<file path="src/rtl/gpio_evt_pkg.sv">
package gpio_evt_pkg;
  localparam int unsigned BANK_W    = 32;
  localparam int unsigned NUM_BANKS = 4;
  localparam int unsigned NUM_PINS  = BANK_W * NUM_BANKS;

  typedef logic [NUM_PINS-1:0] pinvec_t;

  localparam pinvec_t WAKE_DEFAULT = {32'h0012_007F, 32'hEC08_0000,
                                      32'h0020_01FC, 32'h8003_FE1B};

  function automatic pinvec_t live_mask(input int unsigned lines);
    pinvec_t m;
    for (int unsigned i = 0; i < NUM_PINS; i++) m[i] = (i < lines);
    return m;
  endfunction
endpackage

</file>
<file path="src/rtl/gpio_edge_detect.sv">
module gpio_edge_detect
  import gpio_evt_pkg::*;
#(
  parameter int unsigned LINES = 116
) (
  input  logic    clk,
  input  logic    rst_n,
  input  pinvec_t pin_level,
  input  pinvec_t pin_is_out,
  input  pinvec_t rise_en,
  input  pinvec_t fall_en,
  output pinvec_t det,
  output pinvec_t chg
);
  localparam pinvec_t LIVE = live_mask(LINES);

  pinvec_t prev_q, prev_d;
  logic    primed_q, primed_d;
  pinvec_t active;

  always_comb begin
    active   = LIVE & ~pin_is_out & {NUM_PINS{primed_q}};
    det      = ((pin_level & ~prev_q & rise_en) |
                (~pin_level & prev_q & fall_en)) & active;
    chg      = (pin_level ^ prev_q) & active;
    prev_d   = pin_level;
    primed_d = 1'b1;
  end

  always_ff @(posedge clk or negedge rst_n) begin
    if (!rst_n) begin
      prev_q   <= '0;
      primed_q <= 1'b0;
    end else begin
      prev_q   <= prev_d;
      primed_q <= primed_d;
    end
  end

  // an output pin can never be reported as an edge
  assert_out_no_edge_R3: assert property (@(posedge clk) disable iff (!rst_n)
    (det & pin_is_out) == '0);
endmodule

</file>
<file path="src/rtl/gpio_status_reg.sv">
module gpio_status_reg
  import gpio_evt_pkg::*;
(
  input  logic    clk,
  input  logic    rst_n,
  input  pinvec_t det,
  input  logic    clr_strobe,
  input  pinvec_t clr_mask,
  output pinvec_t status_q,
  output pinvec_t status_d
);
  pinvec_t clr_eff;

  always_comb begin
    clr_eff  = clr_strobe ? clr_mask : '0;
    status_d = (status_q & ~clr_eff) | det;
  end

  for (genvar b = 0; b < NUM_BANKS; b++) begin : g_bank
    always_ff @(posedge clk or negedge rst_n) begin
      if (!rst_n) status_q[b*BANK_W +: BANK_W] <= '0;
      else        status_q[b*BANK_W +: BANK_W] <= status_d[b*BANK_W +: BANK_W];
    end
  end

  // without a strobe no set bit may drop
  assert_sticky_R4: assert property (@(posedge clk) disable iff (!rst_n)
    !clr_strobe |=> (($past(status_q) & ~status_q) == '0));
  // every detected edge is present after the edge, clear or not
  assert_set_wins_R5: assert property (@(posedge clk) disable iff (!rst_n)
    1'b1 |=> (($past(det) & ~status_q) == '0));
endmodule

</file>
<file path="src/rtl/gpio_irq_combine.sv">
module gpio_irq_combine
  import gpio_evt_pkg::*;
(
  input  logic    clk,
  input  logic    rst_n,
  input  pinvec_t status_d,
  input  pinvec_t status_q,
  output logic    irq0_q,
  output logic    irq1_q,
  output logic    irqx_q
);
  logic irq0_d, irq1_d, irqx_d;

  always_comb begin
    irq0_d = status_d[0];
    irq1_d = status_d[1];
    irqx_d = |status_d[NUM_PINS-1:2];
  end

  always_ff @(posedge clk or negedge rst_n) begin
    if (!rst_n) begin
      irq0_q <= 1'b0;
      irq1_q <= 1'b0;
      irqx_q <= 1'b0;
    end else begin
      irq0_q <= irq0_d;
      irq1_q <= irq1_d;
      irqx_q <= irqx_d;
    end
  end

  // dedicated lines track their status bits
  assert_dedicated_R6: assert property (@(posedge clk) disable iff (!rst_n)
    (irq0_q == status_q[0]) && (irq1_q == status_q[1]));
  // shared line tracks the remaining bits
  assert_shared_R7: assert property (@(posedge clk) disable iff (!rst_n)
    irqx_q == (status_q[NUM_PINS-1:2] != '0));
endmodule

</file>
<file path="src/rtl/gpio_wake_gen.sv">
module gpio_wake_gen
  import gpio_evt_pkg::*;
#(
  parameter pinvec_t WAKE_MASK = WAKE_DEFAULT
) (
  input  logic    clk,
  input  logic    rst_n,
  input  pinvec_t chg,
  input  logic    halted,
  output logic    wake_q
);
  logic wake_d;

  always_comb wake_d = halted && ((chg & WAKE_MASK) != '0);

  always_ff @(posedge clk or negedge rst_n) begin
    if (!rst_n) wake_q <= 1'b0;
    else        wake_q <= wake_d;
  end

  // a wake request only follows a halted cycle
  assert_wake_halted_R8: assert property (@(posedge clk) disable iff (!rst_n)
    wake_q |-> $past(halted));
endmodule

</file>
<file path="src/rtl/gpio_evt_agg.sv">
module gpio_evt_agg
  import gpio_evt_pkg::*;
#(
  parameter int unsigned LINES     = 116,
  parameter pinvec_t     WAKE_MASK = WAKE_DEFAULT
) (
  input  logic                clk,
  input  logic                rst_n,
  input  logic [NUM_PINS-1:0] pin_level,
  input  logic [NUM_PINS-1:0] pin_is_out,
  input  logic [NUM_PINS-1:0] rise_en,
  input  logic [NUM_PINS-1:0] fall_en,
  input  logic                core_halted,
  input  logic                clr_strobe,
  input  logic [NUM_PINS-1:0] clr_mask,
  output logic [NUM_PINS-1:0] evt_status,
  output logic                irq_pin0,
  output logic                irq_pin1,
  output logic                irq_shared,
  output logic                wake_req
);
  localparam pinvec_t LIVE = live_mask(LINES);

  pinvec_t det, chg, status_q, status_d;

  gpio_edge_detect #(.LINES(LINES)) u_det (
    .clk(clk), .rst_n(rst_n), .pin_level(pin_level), .pin_is_out(pin_is_out),
    .rise_en(rise_en), .fall_en(fall_en), .det(det), .chg(chg));

  gpio_status_reg u_stat (
    .clk(clk), .rst_n(rst_n), .det(det), .clr_strobe(clr_strobe),
    .clr_mask(clr_mask), .status_q(status_q), .status_d(status_d));

  gpio_irq_combine u_irq (
    .clk(clk), .rst_n(rst_n), .status_d(status_d), .status_q(status_q),
    .irq0_q(irq_pin0), .irq1_q(irq_pin1), .irqx_q(irq_shared));

  gpio_wake_gen #(.WAKE_MASK(WAKE_MASK)) u_wake (
    .clk(clk), .rst_n(rst_n), .chg(chg), .halted(core_halted), .wake_q(wake_req));

  assign evt_status = status_q;

  // absent pins never hold status
  assert_absent_quiet_R9: assert property (@(posedge clk) disable iff (!rst_n)
    (evt_status & ~LIVE) == '0);
endmodule

</file>
<file path="config.mk">
export PLATFORM = sky130hd
export DESIGN_NAME = gpio_evt_agg
export DESIGN_NICKNAME = d
export VERILOG_FILES = /design/src/rtl/gpio_evt_pkg.sv /design/src/rtl/gpio_edge_detect.sv /design/src/rtl/gpio_status_reg.sv /design/src/rtl/gpio_irq_combine.sv /design/src/rtl/gpio_wake_gen.sv /design/src/rtl/gpio_evt_agg.sv
export SDC_FILE = /design/constraint.sdc
export NUM_CORES = 1
export LEC_CHECK = 0
export BUFFER_PORTS_ARGS = -buffer_cell sky130_fd_sc_hd__buf_2
export CAP_MARGIN = 10
export CORE_AREA = 4 4 298 300
export CTS_CLUSTER_SIZE = 20
export DETAILED_ROUTE_END_ITERATION = 10
export DIE_AREA = 0 0 302 304
export GPL_TIMING_DRIVEN = 0
export PLACE_DENSITY = 0.44
export RECOVER_POWER = 25
export SYNTH_ARGS = -nofsm -noshare
export SYNTH_HDL_FRONTEND = slang
export SYNTH_HIERARCHICAL = 1
export SYNTH_SLANG_ARGS = --single-unit
</file>
<file path="constraint.sdc">
create_clock -name clk -period 2.05 [get_ports clk]
set_input_delay 0.205 -clock clk [delete_from_list [all_inputs] [get_ports clk]]
set_output_delay 0.205 -clock clk [all_outputs]
set_load 0.05 [all_outputs]
</file>
==> results of run 1 <==
==> power breakdown <==
group          switching [mW]  total (mW)  internal (mW)  leakage (nW)
clock network            2.43        6.12           3.69         0.563
registers               0.218        5.53           5.31          3.05
logic                    2.54        4.13           1.59          9.38
==> flip-flops by register name, summed over array words and instances (netlist names) <==
name	count
u_det/prev_q	116
u_det/primed_q	1
u_irq/irq0_q	1
u_irq/irq1_q	1
u_irq/irqx_q	1
u_stat/status_q	128
u_wake/wake_q	1
==> timing repair <==
action / CTS / global route
pin swaps: 13 / 9
resized for setup: 56 / 15
setup endpoints to repair: 4 / 2
endpoints found under the hold margin: 303 / 0
gates cloned: 1 / 0
hold buffers: 236 / 0
buffers inserted: 10 / 0
==> layer usage <==
layer	vias up	share of wire (%)
li1	6722	-
met1	6452	42
met2	426	49
met3	94	6.1
met4	2	2.9
met5	-	0.020
==> final cells by class <==
cell class	instances	area, sq um	share of cell area, %
Tap cell	1155	1450	6.18
Timing Repair Buffer	977	6050	25.9
Multi-Input combinational cell	943	7240	31.0
Buffer	39	387	1.65
Sequential cell	249	6230	26.6
Clock buffer	58	1110	4.77
Inverter	232	871	3.72
Clock inverter	4	20.0	0.0856
Antenna cell	11	27.5	0.118
==> how the worst min path moves through the flow <==
stage | startpoint | cells after the start | slack [ps] | to
finish | clr_mask[72] | 3 | 40 | u_stat/status_q[72]
global route | clr_mask[39] | 3 | 20 | u_stat/status_q[39]
CTS | rise_en[16] | 4 | 0.6 | u_stat/status_q[16]
detailed placement | rst_n | 1 | 230 | u_det/prev_q[110]
global placement | pin_level[92] | 1 | 340 | u_det/prev_q[92]
floorplan | rst_n | 0 | -90 | u_det/prev_q[0]
==> metrics by stage <==
| step | setup TNS, ps | utilization, % | instance area, sq um | setup WS [ps] | total power [mW] |
|---|---|---|---|---|---|
| floorplan | 0 | - | 14400 | 262 | 7.57 |
| global placement | -1165170 | 22.5 | 19400 | -4700 | 9.22 |
| detailed placement | -2920 | 22.6 | 19500 | -1720 | 9.25 |
| CTS | -798 | 27.2 | 23400 | -560 | 16.2 |
| global route | -19540 | 27.1 | 23400 | -571 | 16.6 |
| finish | -541 | 27.1 | 23400 | -483 | 15.8 |
==> cells in the final DEF (no fill, tap or decap), types with 2 or more instances in the layout <==
cell,n
diode_2,11
clkbuf_8,11
nor4_2,11
nor2_2,8
clkbuf_16,37
buf_12,5
buf_16,2
nor4_1,17
dfrtp_1,248
nand2b_1,110
buf_2,612
buf_4,28
conb_1,14
ha_1,232
nor4_4,13
a22oi_1,116
buf_6,14
nand4_1,10
nor2_1,146
clkbuf_1,126
a21o_1,128
nand2b_4,6
clkinv_2,4
nand2_1,129
inv_1,232
dlygate4sd3_1,236
==> worst reg2reg max path, stage by stage (launching register included) <==
cell and delay, ps:
dfrtp_2 440, buf_12 150, buf_4 140, buf_2 190
nand2b_1 110, nor2_1 80, a21o_1 210, nor4_1 620
nand4_1 180, nor4_1 210, nand2_1 90
==> metrics.txt, run 1 <==
slowest stage delay, CP=slightly above 600 ps; power density cells=675 mW/mm^2; Setup crit start=u_det/primed_q; cts bufs inserted=35; M3 GR Usage=approximately 3.0%; PnR worst setup slack=-483 ps; critical path class=reg2reg; M1 GR Usage=17.2%; M2 GR Usage=24.0%; critical path depth=10; run status=finished, violations left; worst reg2reg path endpoint=u_irq/irqx_q; Initial Util=between 15 and 20%; IR drop worst, VDD=0.717 mV; clock root cell=clkbuf_16; WL final=66200 microns; failing checks=setup timing; Pleak=13.0 nW; Pre-antenna DRT Iters=4; clock latency at the later pin of the worst-skew pair=~540 ps; # IOs=776; most used routing layer=met2; Slew @ Worst Pin=1330 ps; hold_ws=42.9 ps; Port Buffers=between 700 and 800; initial antenna violation count=17; Placed Cells=3348; most frequent CP cell=nor4_1; drt drc=0; Core ar.=0.0862 sq mm; worst path buffer plus inverter count=3; Top delay family on crit path=simple AND/OR/NAND/NOR gates; Routability Congestion=0.836; GRT Residual Overflow=0; crit share post-route=124%; number of nets in the layout=3353; layout cells sized above 1=30.2%; Max Fclk=between 300 and 400 MHz; clock sinks=249; site row count=roughly 110; Post-Syn Instances=1451; 1st-iter DRT viols=474; Worst setup endpoint=u_irq/irqx_q; Routed Antenna Nets=0; CP Max Fanout=10; Max clock buf depth=3; die height=about 300 microns; RSZ-0062 raised after global routing=yes; vias in the first global route=14700; Routed WL per cell=18.1 microns; critical-path cell list=buf_12 -> buf_4 -> buf_2 -> nand2b_1 -> nor2_1 -> a21o_1 -> nor4_1 -> nand4_1 -> nor4_1 -> nand2_1; final hold violations=0; Worst setup SP type=flip-flop; CTS H-tree lvls=2; fill count=9481; vias per cell=roughly 3.7; CP max-delay cell=nor4_1; CTS tree=built; largest net degree at the start of global routing=98; crit end category=flip-flop; r2r setup slk=-480 ps; Area Overhead vs Synth=63.5%; Worst R2R Path Depth=10; total track usage=13.9%; CTS clk-pin slew, worst paths=about 60 ps; MaxCap Viol Count=0; CP arrival=roughly 3000 ps; Die Width=302 microns; first-pass GRT wire length=94600 microns; Max Clock Skew=11.7 ps; Slew Limit Fails=0; total number of vias=13700; CP Data Required Time=around 2500 ps; min-delay worst type=in2reg; Synth Warn #=6; # setup viols final=2; minimum clock period=2530 ps; Final Non-Filler Cells=3668; Die Footprint=just over 0.09 sq mm; Rel. slew slack=11.3%; synthesized area per cell=9.86 sq um; Reg-to-Reg Start=u_det/primed_q; Cell Area, Synth=0.0143 sq mm; HPWL after detailed placement=53300 microns
Power figures use the tool's default switching activity.
==> inputs of run 2 (changes only) <==
--- a/config.mk
+++ b/config.mk
@@ -13,7 +13,6 @@
 export DIE_AREA = 0 0 302 304
 export GPL_TIMING_DRIVEN = 0
 export PLACE_DENSITY = 0.44
-export RECOVER_POWER = 25
 export SYNTH_ARGS = -nofsm -noshare
 export SYNTH_HDL_FRONTEND = slang
 export SYNTH_HIERARCHICAL = 1
==> run 2 against run 1 <==
  * Sequential share of layout area is 0.17 points lower
  * Highest routed layer unchanged
  * Clock-buffer cell count stayed put
  * Largest cell class unchanged
  * Core utilization is 0.18 points higher
  * Die area stayed put
  * Clock skew is 0.83 ps lower
  * The flow still finishes with violations (setup timing)
  * Register-to-register slack worse by 50 ps
==> metrics.txt, run 2 (synthesized netlist as in run 1, its figures left out) <==
run status=finished, violations left; failing checks=setup timing; critical path class=reg2reg; CTS clk-pin slew, worst paths=60 ps (about the same); r2r setup slk=-530 ps (-50 ps); Slew Limit Fails=0 (unchanged); IR drop worst, VDD=0.703 mV (-2.0%); Worst setup SP type=flip-flop; CP max-delay cell=nor4_1; # setup viols final=2 (unchanged); min-delay worst type=in2reg; hold_ws=42.8 ps (-0.161 ps); layout cells sized above 1=34.9% (+4.6 points); RSZ-0062 raised after global routing=yes; Slew @ Worst Pin=774 ps (-557 ps); Die Width=302 microns (unchanged); final hold violations=0 (unchanged); Setup crit start=u_det/primed_q; min-delay src=clr_mask[72]; CP Data Required Time=2460 ps (about the same); cts bufs inserted=35 (unchanged); Pleak=13.3 nW (+2.5%); CP Max Fanout=10 (unchanged); critical-path cell list=buf_12 -> buf_4 -> buf_2 -> nand2b_1 -> nor2_1 -> a21o_1 -> nor4_1 -> nand4_1 -> nor4_1 -> nand2_1; MaxCap Viol Count=0 (unchanged); Max Clock Skew=10.9 ps (-0.827 ps); max reg flops=128 (unchanged); WL final=66300 microns (about the same); CTS H-tree lvls=2 (unchanged); Die Footprint=0.0918 sq mm (unchanged); clock latency at the later pin of the worst-skew pair=530 ps (about the same); Final Non-Filler Cells=3668 (unchanged); most frequent CP cell=nor4_1; commonest cells after routing, fill and taps aside=buf_2 (728), dfrtp_1 (248), dlygate4sd3_1 (236), inv_1 (232), ha_1 (232); PnR worst setup slack=-534 ps (-50.7 ps); Largest Register=u_stat/status_q; clock root cell=clkbuf_16; slowest stage delay, CP=640 ps (+20 ps); die height=304 microns (unchanged); vias per cell=3.73 (about the same); crit end category=flip-flop; setup TNS=-588 ps (-47.1 ps); # IOs=776 (unchanged); HPWL after detailed placement=53300 microns (unchanged); total track usage=13.9% (unchanged); Reg-to-Reg Start=u_det/primed_q; Pre-antenna DRT Iters=4 (unchanged); minimum clock period=2580 ps (+50.7 ps); Routability Congestion=0.836 (unchanged); clock sinks=249 (unchanged); dpl cell area=0.0195 sq mm (unchanged); most common cell after layout, fill and taps aside=buf_2; number of nets in the layout=3353 (unchanged); Placement Setup Slack=-1720 ps (unchanged); final design utilization=27.3% (+0.18 points); crit share post-route=126% (+2.5 points); Core ar.=0.0862 sq mm (unchanged); largest net degree at the start of global routing=98 (unchanged); power density cells=672 mW/mm^2 (-0.42%); Max Fclk=387 MHz (-2.0%); Initial Util=16.6% (unchanged); drt drc=0 (unchanged); Tot Pwr=15.8 mW (+0.23%); GRT Residual Overflow=0 (unchanged); Top Registers=u_stat/status_q x128, u_det/prev_q x116; Routed Antenna Nets=0 (unchanged); cell area after layout=0.0235 sq mm (+0.65%); 1st-iter DRT viols=486 (+2.5%); Routed WL per cell=18.1 microns (about the same); first-pass GRT wire length=94600 microns (unchanged); worst path buffer plus inverter count=3 (unchanged); CP arrival=3000 ps (+50 ps); Area Overhead vs Synth=64.6%; Rel. slew slack=48.4% (+37 points); CTS tree=built; Max clock buf depth=3 (unchanged); Placed Cells=3348 (unchanged); Top delay family on crit path=simple AND/OR/NAND/NOR gates; Port Buffers=726 (unchanged); site row count=108 (unchanged); initial antenna violation count=18 (+1); total number of vias=13700 (-0.073%); vias in the first global route=14700 (unchanged)
==> run 2: area by class of cell <==
class                      instances  area, sq um
buffer                            39          387
clock inverter                     4         20.0
tap                             1155         1450
sequential                       249         6230
fill                            9421        62700
multi-input combinational        943         7240
clock buffer                      58         1110
antenna                           11         27.5
inverter                         232          871
timing repair buffer             977         6200
==> run 2: final timing paths <==
kind,to,depth (start not counted)
worst min register to register,u_stat/status_q[21],1
worst min-delay path,u_stat/status_q[72],3
worst max register to register,u_irq/irqx_q,10
max in group asynchronous,u_det/prev_q[8],4
min in group asynchronous,u_stat/status_q[116],2
worst max-delay path,u_irq/irqx_q,10
==> run 2: report_power, final <==
part | leakage [nW] | internal [mW] | total, mW | switching, mW
clock network | 0.563 | 3.69 | 6.12 | 2.43
logic | 9.71 | 1.63 | 4.17 | 2.54
registers | 3.05 | 5.31 | 5.53 | 0.219
==> run 2: worst register-to-register path: cells and delay by family (launching register included) <==
family / cells / cell delay [ps]
buf+inv: 3 / 480
compound gates: 1 / 220
simple gates: 6 / 1320
flops: 1 / 440
==> run 2: per-layer routing <==
metal	GRT usage (%)	part of all wire, %	vias to the layer above
li1	-	-	6717
met1	17.2	42	6459
met2	24.0	49	410
met3	3.03	6.0	96
met4	4.54	2.9	4
met5	0	0.035	-
==> run 2: repair_timing <==
item	4_1_cts	5_1_grt
setup endpoints to repair	4	2
hold endpoints to repair	303	0
cloned	1	0
setup buffers	10	0
gates resized for setup	56	15
pin swaps	13	9
hold buffers	236	0
==> inputs of run 3 (changes only) <==
--- a/config.mk
+++ b/config.mk
@@ -12,7 +12,7 @@
 export DETAILED_ROUTE_END_ITERATION = 10
 export DIE_AREA = 0 0 302 304
 export GPL_TIMING_DRIVEN = 0
-export PLACE_DENSITY = 0.44
+export PLACE_DENSITY = 0.45
 export SYNTH_ARGS = -nofsm -noshare
 export SYNTH_HDL_FRONTEND = slang
 export SYNTH_HIERARCHICAL = 1
==> run 3 against run 2 <==
  * The flow still finishes with violations (setup timing)
  * Maximum frequency fell by 0.84%
  * Worst setup slack lost 22 ps
  * Core utilization is 0.19 points higher
  * Register-to-register slack lost 20 ps
  * Via count rose by 0.75%
  * Non-clock buffer count grew 17
  * Sequential power is essentially flat
  * Combinational power grew 1%
  * Die area is the same
  * Critical path type unchanged
==> metrics.txt, run 3 (synthesized netlist as in run 1, its figures left out) <==
number of nets in the layout=3370 (+0.51%); Pleak=13.4 nW (+0.68%); run status=finished, violations left; drt drc=0 (unchanged); CP Max Fanout=8 (-2); Top Registers=u_stat/status_q x128, u_det/prev_q x116; Final Non-Filler Cells=3689 (+0.57%); Slew Limit Fails=0 (unchanged); minimum clock period=2610 ps (+21.9 ps); Worst setup endpoint=u_irq/irqx_q; largest net degree at the start of global routing=100 (+2.0%); critical path class=reg2reg; Max Fclk=384 MHz (-0.84%); vias in the first global route=14900 (+0.94%); CP Data Required Time=2470 ps (about the same); worst reg2reg path endpoint=u_irq/irqx_q; GRT Residual Overflow=0 (unchanged); met2 routed WL=32000 microns (-0.50%); Max Clock Skew=23.4 ps (+12.5 ps); most common cell after layout, fill and taps aside=buf_2; clock root cell=clkbuf_16; Routability Congestion=0.821 (-1.8%); # IOs=776 (unchanged); Worst setup SP type=flip-flop; HPWL after detailed placement=54100 microns (+1.5%); total track usage=14.1% (+0.14 points); crit end category=flip-flop; Port Buffers=726 (unchanged); clock latency at the later pin of the worst-skew pair=550 ps (+20 ps); Rel. slew slack=47.3% (-1.1 points); routed wl met3=4300 microns (+8.1%); crit share post-route=127% (+1.1 points); vias per cell=3.74 (+0.17%); failing checks=setup timing; # setup viols final=2 (unchanged); CTS tree=built; first-pass GRT wire length=95300 microns (+0.78%); layout cells sized above 1=34.7% (-0.17 points); r2r setup slk=-560 ps (-20 ps); WL final=66600 microns (+0.56%); IR drop worst, VDD=0.437 mV (-38%); PnR worst setup slack=-556 ps (-21.9 ps); Placement Setup Slack=-2240 ps (-524 ps); Reg-to-Reg Start=u_det/primed_q; 1st-iter DRT viols=566 (+16%); Largest Register=u_stat/status_q; final hold violations=0 (unchanged); total number of vias=13800 (+0.75%); Max clock buf depth=3 (unchanged); MaxCap Viol Count=0 (unchanged); Core ar.=0.0862 sq mm (unchanged); Die Width=302 microns (unchanged); site row count=108 (unchanged); clock sinks=249 (unchanged); Slew @ Worst Pin=788 ps (+14.1 ps); Routed WL per cell=18.1 microns (about the same); Routed Antenna Nets=0 (unchanged); fill count=9488 (+0.71%); hold_ws=53.3 ps (+10.6 ps); Area Overhead vs Synth=65.7%; Initial Util=16.6% (unchanged); Top Metal Used=met5; Setup crit start=u_det/primed_q; CTS H-tree lvls=2 (unchanged); max reg flops=128 (unchanged); CTS clk-pin slew, worst paths=60 ps (about the same); Routed met1 length=28200 microns (+0.21%); power density cells=679 mW/mm^2 (+1.1%); cts bufs inserted=35 (unchanged); Die Footprint=0.0918 sq mm (unchanged); Pre-antenna DRT Iters=5 (+1); die height=304 microns (unchanged); min-delay src=fall_en[39]; CP arrival=3030 ps (+30 ps); Worst R2R Path Depth=9 (-1); Placed Cells=3348 (unchanged); RSZ-0062 raised after global routing=yes; commonest cells after routing, fill and taps aside=buf_2 (728), dlygate4sd3_1 (255), dfrtp_1 (248), inv_1 (232), ha_1 (232); initial antenna violation count=27 (+9); min-delay worst type=in2reg
## run 3: per-layer routing
layer | up-vias | global-route usage [%]
met5 | - | 0
met4 | 14 | 5.13
met3 | 112 | 3.48
met2 | 436 | 24.0
met1 | 6451 | 17.1
li1 | 6775 | -
## run 3: area by class of cell
type / count / area [sq um] / area share, %
plain buffers: 38 / 362 / 1.52
flip-flops and latches: 249 / 6230 / 26.3
clock buffers: 47 / 1000 / 4.22
repair buffers: 995 / 6350 / 26.8
multi-input cells: 943 / 7230 / 30.5
clock inverters: 16 / 185 / 0.781
inverters: 232 / 871 / 3.67
well taps: 1155 / 1450 / 6.09
diodes: 14 / 35.0 / 0.148
## run 3: worst min path at each step
stage	to	slack, ps	cells past startpoint
5_1_grt	u_stat/status_q[37]	20	3
3_5_place_dp	u_det/prev_q[114]	200	1
6_report	u_stat/status_q[39]	50	4
2_1_floorplan	u_det/prev_q[0]	-90	0
4_1_cts	u_stat/status_q[75]	2	4
3_3_place_gp	u_det/prev_q[40]	340	1
## run 3: timing repair
item                                    CTS  global route
hold endpoints to repair                283             0
buffers inserted                         10             0
cloned                                    0             0
endpoints found under the setup margin    3             3
hold buffers                            255             0
resized for setup                        43            19
pin swaps                                16            13
## run 3: metrics by stage
step / power, mW / util (%) / setup TNS (ps) / instance area (sq um)
after floorplan: 7.57 / - / 0 / 14400
after global placement: 9.24 / 22.5 / -1142190 / 19400
after detailed placement: 9.27 / 22.6 / -2950 / 19500
after CTS: 16.4 / 27.3 / -735 / 23600
after global routing: 16.9 / 27.5 / -830 / 23700
final: 16.1 / 27.5 / -558 / 23700
## run 3: power breakdown
| group | switching [mW] | total, mW | internal, mW |
|---|---|---|---|
| Clock | 2.53 | 6.35 | 3.82 |
| Combinational | 2.56 | 4.21 | 1.65 |
| Sequential | 0.219 | 5.53 | 5.31 |
| Total | 5.31 | 16.1 | 10.8 |
## run 3: worst max-delay path: stages, from the launching register on
cell	delay, ps
dfrtp_2	480
buf_12	180
buf_12	150
nand2b_1	120
nor2_1	70
a21o_1	190
nor4_4	420
nand4_1	300
nor4_4	470
nand2_1	80
